==> src/rtl/dtimer_pkg.sv <==
package dtimer_pkg;
  localparam int ADDR_W = 8;
  localparam int CODE_W = 2;
  localparam int PH_W   = 4;

  localparam logic [ADDR_W-1:0] A_PSC = 8'h00;
  localparam logic [ADDR_W-1:0] A_CLR = 8'h08;
  localparam logic [ADDR_W-1:0] A_FLG = 8'h0C;
  localparam logic [ADDR_W-1:0] A_MSK = 8'h10;
  localparam logic [ADDR_W-1:0] A_CMP = 8'h14;
  localparam logic [ADDR_W-1:0] A_C1  = 8'h18;
  localparam logic [ADDR_W-1:0] A_C2L = 8'h20;
  localparam logic [ADDR_W-1:0] A_C2H = 8'h24;
  localparam logic [ADDR_W-1:0] A_ENS = 8'h34;
  localparam logic [ADDR_W-1:0] A_ENC = 8'h38;

  // Last phase value before a step: 4^n - 1, code 3 saturates to /16
  function automatic logic [PH_W-1:0] phase_limit(input logic [CODE_W-1:0] code);
    case (code)
      2'd0:    phase_limit = 4'd0;
      2'd1:    phase_limit = 4'd3;
      default: phase_limit = 4'd15;
    endcase
  endfunction
endpackage

==> src/rtl/dtimer_prescaler.sv <==
module dtimer_prescaler
  import dtimer_pkg::*;
(
  input  logic              clk,
  input  logic              rst,
  input  logic              run,
  input  logic              ref_tick,
  input  logic [CODE_W-1:0] code,
  output logic              step
);
  logic [PH_W-1:0] phase_q;
  logic            at_end;

  assign at_end = (phase_q >= phase_limit(code));
  assign step   = run && ref_tick && at_end;

  always_ff @(posedge clk) begin
    if (rst || !run)
      phase_q <= '0;
    else if (ref_tick)
      phase_q <= at_end ? '0 : phase_q + 1'b1;
  end
endmodule

==> src/rtl/dtimer_counter.sv <==
module dtimer_counter #(
  parameter int W = 32
) (
  input  logic         clk,
  input  logic         rst,
  input  logic         clr,
  input  logic         step,
  output logic [W-1:0] count
);
  always_ff @(posedge clk) begin
    if (rst || clr)
      count <= '0;
    else if (step)
      count <= count + 1'b1;
  end
endmodule

==> src/rtl/dual_timer.sv <==
module dual_timer
  import dtimer_pkg::*;
#(
  parameter int DATA_W = 32,
  parameter int CNT1_W = 32,
  parameter int CNT2_W = 64
) (
  input  logic              clk,
  input  logic              rst,
  input  logic              ref_tick,
  input  logic [ADDR_W-1:0] bus_addr,
  input  logic              bus_we,
  input  logic              bus_re,
  input  logic [DATA_W-1:0] bus_wdata,
  output logic [DATA_W-1:0] bus_rdata,
  output logic              irq
);
  localparam int HI_W  = CNT2_W - DATA_W;
  localparam int N_CH  = 2;
  localparam int PSC_W = N_CH * CODE_W;

  logic [PSC_W-1:0]  psc_q;
  logic [N_CH-1:0]   en_q;
  logic              flag_q;
  logic              mask_q;
  logic [CNT1_W-1:0] cmp_q;
  logic [HI_W-1:0]   hibuf_q;
  logic [DATA_W-1:0] rdata_q;
  logic              irq_q;

  logic [CNT1_W-1:0] cnt1;
  logic [CNT2_W-1:0] cnt2;
  logic [N_CH-1:0]   clr_w;
  logic [N_CH-1:0]   step_w;
  logic              flag_d;
  logic              mask_d;
  logic              match;
  logic [DATA_W-1:0] rd_val;

  logic wr_psc, wr_clr, wr_flg, wr_msk, wr_cmp, wr_ens, wr_enc;
  assign wr_psc = bus_we && (bus_addr == A_PSC);
  assign wr_clr = bus_we && (bus_addr == A_CLR);
  assign wr_flg = bus_we && (bus_addr == A_FLG);
  assign wr_msk = bus_we && (bus_addr == A_MSK);
  assign wr_cmp = bus_we && (bus_addr == A_CMP);
  assign wr_ens = bus_we && (bus_addr == A_ENS);
  assign wr_enc = bus_we && (bus_addr == A_ENC);

  assign clr_w = wr_clr ? bus_wdata[N_CH-1:0] : '0;

  genvar g;
  generate
    for (g = 0; g < N_CH; g++) begin : g_psc
      dtimer_prescaler u_psc (
        .clk      (clk),
        .rst      (rst),
        .run      (en_q[g] && !clr_w[g]),
        .ref_tick (ref_tick),
        .code     (psc_q[g*CODE_W +: CODE_W]),
        .step     (step_w[g])
      );
    end
  endgenerate

  dtimer_counter #(.W(CNT1_W)) u_cnt1 (
    .clk   (clk),
    .rst   (rst),
    .clr   (clr_w[0]),
    .step  (step_w[0]),
    .count (cnt1)
  );

  dtimer_counter #(.W(CNT2_W)) u_cnt2 (
    .clk   (clk),
    .rst   (rst),
    .clr   (clr_w[1]),
    .step  (step_w[1]),
    .count (cnt2)
  );

  assign match  = en_q[0] && (cnt1 == cmp_q);
  assign flag_d = match || (flag_q && !(wr_flg && !bus_wdata[0]));
  assign mask_d = wr_msk ? bus_wdata[0] : mask_q;

  always_comb begin
    rd_val = '0;
    case (bus_addr)
      A_PSC:   rd_val = DATA_W'(psc_q);
      A_FLG:   rd_val = DATA_W'(flag_q);
      A_MSK:   rd_val = DATA_W'(mask_q);
      A_CMP:   rd_val = DATA_W'(cmp_q);
      A_C1:    rd_val = DATA_W'(cnt1);
      A_C2L:   rd_val = cnt2[DATA_W-1:0];
      A_C2H:   rd_val = DATA_W'(hibuf_q);
      A_ENS:   rd_val = DATA_W'(en_q);
      default: rd_val = '0;
    endcase
  end

  always_ff @(posedge clk) begin
    if (rst) begin
      psc_q   <= '0;
      en_q    <= '0;
      flag_q  <= 1'b0;
      mask_q  <= 1'b0;
      cmp_q   <= '0;
      hibuf_q <= '0;
      rdata_q <= '0;
      irq_q   <= 1'b0;
    end else begin
      if (wr_psc) psc_q <= bus_wdata[PSC_W-1:0];
      if (wr_cmp) cmp_q <= bus_wdata[CNT1_W-1:0];
      if (wr_ens) en_q <= en_q | bus_wdata[N_CH-1:0];
      else if (wr_enc) en_q <= en_q & ~bus_wdata[N_CH-1:0];
      flag_q <= flag_d;
      mask_q <= mask_d;
      irq_q  <= flag_d && !mask_d;
      if (bus_re) begin
        rdata_q <= rd_val;
        if (bus_addr == A_C2L) hibuf_q <= cnt2[CNT2_W-1:DATA_W];
      end
    end
  end

  assign bus_rdata = rdata_q;
  assign irq       = irq_q;
endmodule

==> config.mk <==
export PLATFORM = sky130hd
export DESIGN_NAME = dual_timer
export DESIGN_NICKNAME = d
export VERILOG_FILES = /design/src/rtl/dtimer_pkg.sv /design/src/rtl/dtimer_prescaler.sv /design/src/rtl/dtimer_counter.sv /design/src/rtl/dual_timer.sv
export SDC_FILE = /design/constraint.sdc
export NUM_CORES = 1
export LEC_CHECK = 0
export BUFFER_PORTS_ARGS = -buffer_cell sky130_fd_sc_hd__buf_2
export CAP_MARGIN = 40
export CELL_PAD_IN_SITES_DETAIL_PLACEMENT = 2
export CELL_PAD_IN_SITES_GLOBAL_PLACEMENT = 2
export CORE_UTILIZATION = 39
export CTS_CLUSTER_SIZE = 25
export DETAILED_ROUTE_END_ITERATION = 16
export PLACE_DENSITY_LB_ADDON = 0.25
export RECOVER_POWER = 25
export SLEW_MARGIN = 20
export SYNTH_ARGS = -nofsm -noshare
export SYNTH_HDL_FRONTEND = slang
export SYNTH_SLANG_ARGS = --single-unit
==> constraint.sdc <==
create_clock -name clk -period 7 [get_ports clk]
set_input_delay 1.4 -clock clk [delete_from_list [all_inputs] [get_ports clk]]
set_output_delay 1.4 -clock clk [all_outputs]
set_load 0.01 [all_outputs]
Word level (Yosys, flattened, before mapping) --
Cells that the tools add are included.
Word-level totals: bits of input ports 45, logic and storage cells 76, bits in registers 209
Operators by class: equality and inequality tests 12, reduce and logical (&&, ||, !) cells 34, add/subtract/negate cells 4, multiplexer cells 9, bitwise operators 3, order comparisons 2
Operator list (count):
- 32-bit one-hot mux with 8 select lines | 1
- 64-bit by 1-bit adder with 64-bit output (second input constant) | 1
- 32-bit by 1-bit adder with 32-bit output (second input constant) | 1
- 32-bit == test | 1
- 8-bit by 6-bit == test with 1-bit output (second input constant) | 4
- 8-bit by 5-bit == test with 1-bit output (second input constant) | 3
- 1-bit logical AND | 17
- 8-bit by 4-bit == test with 1-bit output (second input constant) | 2
- 4-bit one-hot mux with 2 select lines | 2
- 4-bit by 1-bit adder with 4-bit output (second input constant) | 2
- 4-bit greater-or-equal comparator | 2
- 8-bit zero test | 1
- 4-bit 2-to-1 mux | 2
- 1-bit zero test | 7
- 2-bit 2-to-1 mux | 3
- 1-bit logical OR | 5
- 2-bit by 1-bit == test with 1-bit output (second input constant) | 2
- 2-bit zero test | 2
- 2-bit bitwise AND | 1
- 2-bit NOT | 1
- 2-bit OR | 1
- 2-bit AND reduction | 1
- 2-bit nonzero test | 1
- 1-bit 2-to-1 mux | 1

Longest topological paths before layout --
depth in word-level cells 7, depth in mapped cells 10, mapped depth without buffers 8

Modules after synthesis --
A second synthesis with hierarchy kept.
Unflattened totals: cell total of the unflattened synthesis 1222, area total of the unflattened synthesis 10317.4 µm²
By module, submodules not included:
- dual_timer | sequential area each 2102.0 µm², area each 4968.5 µm², cells an instance 600, instances 1
- dtimer_counter (u_cnt2) | sequential area each 1281.2 µm², area each 3116.7 µm², cells an instance 372, instances 1
- dtimer_counter (u_cnt1) | sequential area each 640.6 µm², area each 1566.5 µm², cells an instance 178, instances 1
- dtimer_prescaler | sequential area each 80.1 µm², area each 332.8 µm², cells an instance 36, instances 2

Worst setup path after synthesis --
Ideal clock, no wire load.
kind input to register, start point in bus_addr[4], end point reg u_cnt1.count[4], stages on the path 8, arrival 2.893 ns, setup slack 3.991 ns, library setup time 0.116 ns, cells stage by stage buf_2 -> nor4_2 -> buf_4 -> nand4_1 -> nand2_2 -> buf_4 -> nor2_1 -> a41o_1
On the way: word-level cells in the longest chain between the ends 7, elaborated cells between the ends (all ways) 8
RTL lines:
- start, declared | RTL line dual_timer.sv:11 | input logic [ADDR_W-1:0] bus_addr,
- 8-bit by 4-bit == test with 1-bit output * | RTL line dual_timer.sv:42 | assign wr_clr = bus_we && (bus_addr == A_CLR);
- 1-bit logical AND * | RTL line dual_timer.sv:42
- 2-bit 2-to-1 mux * | RTL line dual_timer.sv:49 | assign clr_w = wr_clr ? bus_wdata[N_CH-1:0] : '0;
- 1-bit zero test | RTL line dual_timer.sv:57 | .run (en_q[g] && !clr_w[g]),
- 1-bit logical AND | RTL line dual_timer.sv:57
- 1-bit logical AND (2 in a row) | RTL line dtimer_prescaler.sv:15 | assign step = run && ref_tick && at_end;
- end signal, assigned | RTL line dtimer_counter.sv:14 | count <= count + 1'b1;
- end, declared | RTL line dtimer_counter.sv:8 | output logic [W-1:0] count
Every way passes the cells marked *; elsewhere a longest branch is shown, timed or not. A chain may end at the register's enable or synchronous reset.

Final worst setup path --
start point in bus_addr[3], end point reg u_cnt2.count[46]
On the way: word-level cells in the longest chain between the ends 7, elaborated cells between the ends (all ways) 8
RTL lines (RTL line):
- 8-bit by 4-bit == test with 1-bit output * | dual_timer.sv:42
- 1-bit logical AND * | dual_timer.sv:42
- 2-bit 2-to-1 mux * | dual_timer.sv:49
- 1-bit zero test | dual_timer.sv:57
- 1-bit logical AND | dual_timer.sv:57
- 1-bit logical AND (2 in a row) | dtimer_prescaler.sv:15
- end signal, assigned | dtimer_counter.sv:14
- end, declared | dtimer_counter.sv:8
Marked as above.

==> results_tabular.tex <==
\begin{tabular}{lr}
\hline
Metric & Value \\
\hline
\multicolumn{2}{l}{\textbf{Critical path}} \\
\quad Sort of element at the start of the critical path & input port \\
\quad Crit path kind & in2reg \\
\quad Top cell family by delay on the critical path & simple AND/OR/NAND/NOR gates \\
\quad Critical path's largest stage delay & 1.78 ns \\
\quad R2r setup slk & 3.68 ns \\
\quad Setup crit end kind & flip-flop \\
\quad Worst R2R End & u\_cnt2.count[21] \\
\quad Worst R2R Path Depth & 8 \\
\quad Beginning of the worst register-to-register path & psc\_q[3] \\
\quad WP data required & 7.43 ns \\
\quad Buf+Inv Stages, Crit Path & 2 \\
\quad Worst-path cell chain & clkbuf\_1 > nor4b\_1 > nand4\_4 > nand2\_2 > buf\_4 > nor2\_1 > mux2\_2 \\
\quad Max stage delay cell, worst path & nor4b\_1 \\
\quad Crit path DAT & 5.19 ns \\
\quad Critical Path Fanout Max & 43 \\
\multicolumn{2}{l}{\textbf{Pwr}} \\
\quad Worst ir drop on vdd & 0.170 mV \\
\quad Pwr dens & 214 nW/um\^{}2 \\
\quad Leakage power & 0.00425 uW \\
\multicolumn{2}{l}{\textbf{Floorplan}} \\
\quad Core footprint & 27300 sq um \\
\quad I/O pin count & 78 \\
\quad Die Height & 169 microns \\
\quad Placement row count & 60 \\
\quad Die footprint & 28700 sq um \\
\quad Starting Density & 40.1\% \\
\quad Die outline width & 169 microns \\
\multicolumn{2}{l}{\textbf{Clocking}} \\
\quad Count of cells resized by post-cts repair & 0 \\
\quad Total number of H-tree levels & 1 \\
\quad CTS tree & built \\
\quad Post-CTS setup repair buffer count & 0 \\
\quad Clock root buffer & clkbuf\_16 \\
\quad Clock slew at reported path FFs & 0.06 ns \\
\quad Later-pin clock latency in the skew report & 0.54 ns \\
\quad TritonCTS Sinks & 209 \\
\quad Inserted Clock Buffers & 26 \\
\quad Clock buffer depth & 3 \\
\quad CTS hold repair buffers & 0 \\
\multicolumn{2}{l}{\textbf{Place}} \\
\quad Post-Place Worst Slack & 3.03 ns \\
\quad Hpwl dp & 29.2 mm \\
\quad RePlAce Congestion & 0.877 \\
\quad Port Buf Inserts & 77 \\
\multicolumn{2}{l}{\textbf{Detailed routing}} \\
\quad Drt first pass iters & 5 \\
\quad Total detailed-routing wirelength & 42.0 mm \\
\quad Avg Vias per Cell & 6.08 \\
\quad Final antenna-violating net count & 0 \\
\quad Number of remaining DRC errors & 0 \\
\quad Iteration-0 DRC count of the detailed router & 660 \\
\quad Via count & 10800 \\
\quad Wire per inst & 23.6 microns \\
\multicolumn{2}{l}{\textbf{GRT}} \\
\quad Global-route wire length before repair & 66.1 mm \\
\quad Initial antenna violation count & 0 \\
\quad Vias in the first global route & 11600 \\
\quad Global-route usage over all layers & 29.4\% \\
\quad Total gr overflow & 0 \\
\quad Largest net degree at the start of global routing & 58 \\
\multicolumn{2}{l}{\textbf{STA}} \\
\quad Crit share post-route & 68.0\% \\
\quad Setup-failing EPs final & 0 \\
\quad RSZ-0062 raised after global routing & false \\
\quad Fmax & 210 MHz \\
\quad Clk\_skew & 0.0136 ns \\
\quad Worst Slack Setup Final & 2.24 ns \\
\quad Summed negative setup slack over all endpoints & 0 ns \\
\quad Final count of hold timing violations & 0 \\
\quad Max Slew Vio Count & 11 \\
\quad Worst-Margin Slew & 2.25 ns \\
\quad Max transition margin & -52.0\% \\
\quad Final critical-path required period & 4.76 ns \\
\multicolumn{2}{l}{\textbf{Yosys}} \\
\quad Top cells by count, synth & nand2\_1, dfxtp\_1, a21oi\_1 \\
\quad Number of synthesized flops with an enable pin & 0 \\
\quad Dominant register cell in the synthesized netlist & dfxtp\_1 \\
\quad Largest cells by area after synthesis & dfxtp\_1, nand2\_1, a21oi\_1 \\
\quad Post-synthesis instance total & 1350 \\
\quad Synth warn & 0 \\
\quad Cell area after technology mapping & 10900 sq um \\
\quad Synth Register Bits & 209 \\
\quad Fraction of the yosys area taken by sequential cells & 38.3\% \\
\quad Synthesized Nets & 1407 \\
\quad Post-synthesis average cell area & 8.10 sq um \\
\quad Most repeated cell in the gate-level netlist after synthesis & nand2\_1 \\
\quad Post-synth top area share & 38.3\% \\
\quad Post-synth ARST share & 0\% \\
\quad Cell type contributing the most total cell area after synthesis & dfxtp\_1 \\
\quad Count of cell types in the netlist & 60 \\
\multicolumn{2}{l}{\textbf{Finish}} \\
\quad Area taken by flip-flops and latches & 4180 sq um \\
\quad Area added between synthesis and finish & 13.1\% \\
\quad Fill count & 3098 \\
\quad Antenna Cells & 0 \\
\quad Fraction of layout instances using a drive strength above 1 & 11.5\% \\
\quad Net count, final & 1443 \\
\quad Area occupied by multi-input gates & 6170 sq um \\
\quad Util after Layout & 45.3\% \\
\multicolumn{2}{l}{\textbf{Hold path}} \\
\quad Number of stages on the worst hold path & 2 \\
\quad Worst hold path startpoint & hibuf\_q[18] \\
\quad Endpoint of the worst hold path & hibuf\_q[18] \\
\quad Worst min-delay path class & reg2reg \\
\multicolumn{2}{l}{\textbf{Outcome}} \\
\quad Failing checks & max-capacitance violations, max-slew violations \\
\quad Result of the run & finished, violations left \\
\multicolumn{2}{l}{\textbf{Job}} \\
\quad Max cap viols & 1 \\
\hline
\end{tabular}
state kept, by name (all words and copies together), names as in the netlist, named ones only:
name                 flops
bus_rdata               32
cmp_q                   32
flag_q                   1
g_psc.u_psc.phase_q      8
hibuf_q                 32
irq                      1
mask_q                   1
psc_q                    4
u_cnt1.count            32
u_cnt2.count            64
where the power goes:
group | switching [uW] | internal [uW]
clock network | 541 | 831
logic | 60.0 | 26.1
registers | 0.387 | 1190
layout by cell type, fill, tap and decap left out, types with 5 or more instances in the layout:
master     synthesis  routed
buf_2             34      42
or3_1             12      12
nand3_1           48      48
o211ai_1          29      29
or2_2             29      29
and3_1            15      15
ha_1              12      12
o21ai_0           40      40
o31ai_1           16      16
clkinv_2           0       6
clkbuf_8           0       9
xnor2_1           20      20
nand4_1           65      65
nor4_1            18      19
xor2_1            18      18
nand2_1          240     239
o21ai_1           10      10
mux2i_1           39      39
a22o_1            57      57
clkbuf_1          44      39
inv_1             31      31
dfxtp_1          209     209
and2_1             7       7
clkbuf_16          0      27
nand2b_1          36      36
nor3_1            28      28
and4_1             5       5
or4_1             43      43
nor2_1            40      39
buf_4              8      19
a21oi_1          133     133
final cells by class:
| class | count | area share (%) |
|---|---|---|
| clock buffers | 40 | 6.59 |
| inverters | 31 | 0.942 |
| repair buffers | 100 | 4.41 |
| well taps | 372 | 3.77 |
| flip-flops and latches | 209 | 33.9 |
| multi-input cells | 1018 | 49.9 |
| clock inverters | 7 | 0.486 |
how the worst max path moves through the flow:
stage / from / endpoint / slack, ns / cells after the start
after global routing: bus_addr[3] / u_cnt2.count[50] / 1.97 / 7
after detailed placement: bus_addr[2] / u_cnt2.count[46] / 3.03 / 7
final: bus_addr[3] / u_cnt2.count[46] / 2.24 / 7
after CTS: bus_addr[2] / u_cnt2.count[50] / 3.58 / 7
after global placement: bus_addr[5] / cmp_q[0] / 3.10 / 8
after floorplan: bus_addr[4] / u_cnt1.count[4] / 3.99 / 8
per-stage QoR:
stage	hold slack [ns]	area [sq um]	cells	total power, uW
final	0.460	12400	1777	2650
after global routing	0.481	12400	1777	2720
after CTS	0.459	12400	1775	2670
after detailed placement	0.451	11500	1728	1300
after global placement	0.442	11500	1725	1300
after floorplan	0.434	10900	1350	1260
cells by family (layout without fill, tap and decap cells):
kind of cell,after synthesis,in the layout,share of synthesized area (%)
compound gates,311,311,18.2
xor+xnor,38,38,3.05
fa+ha+maj,12,12,1.37
buf+inv,123,178,5.11
flops,209,209,38.3
mux,43,43,3.98
simple gates,614,614,30.1
tightest hold or removal path, cell delays in order (launching register included):
cell,delay [ns]
dfxtp_1,0.31
nand2_1,0.05
a21oi_1,0.05
layer usage:
layer / up-vias / GRT usage [%] / wire [microns]
met2: 220 / 50.8 / 20400
li1: 4981 / - / -
met1: 5519 / 37.7 / 18600
met4: 0 / 10.4 / 1410
met5: - / 0 / 0
met3: 89 / 3.33 / 1570
Note: power is estimated with default switching activity, not from simulation.
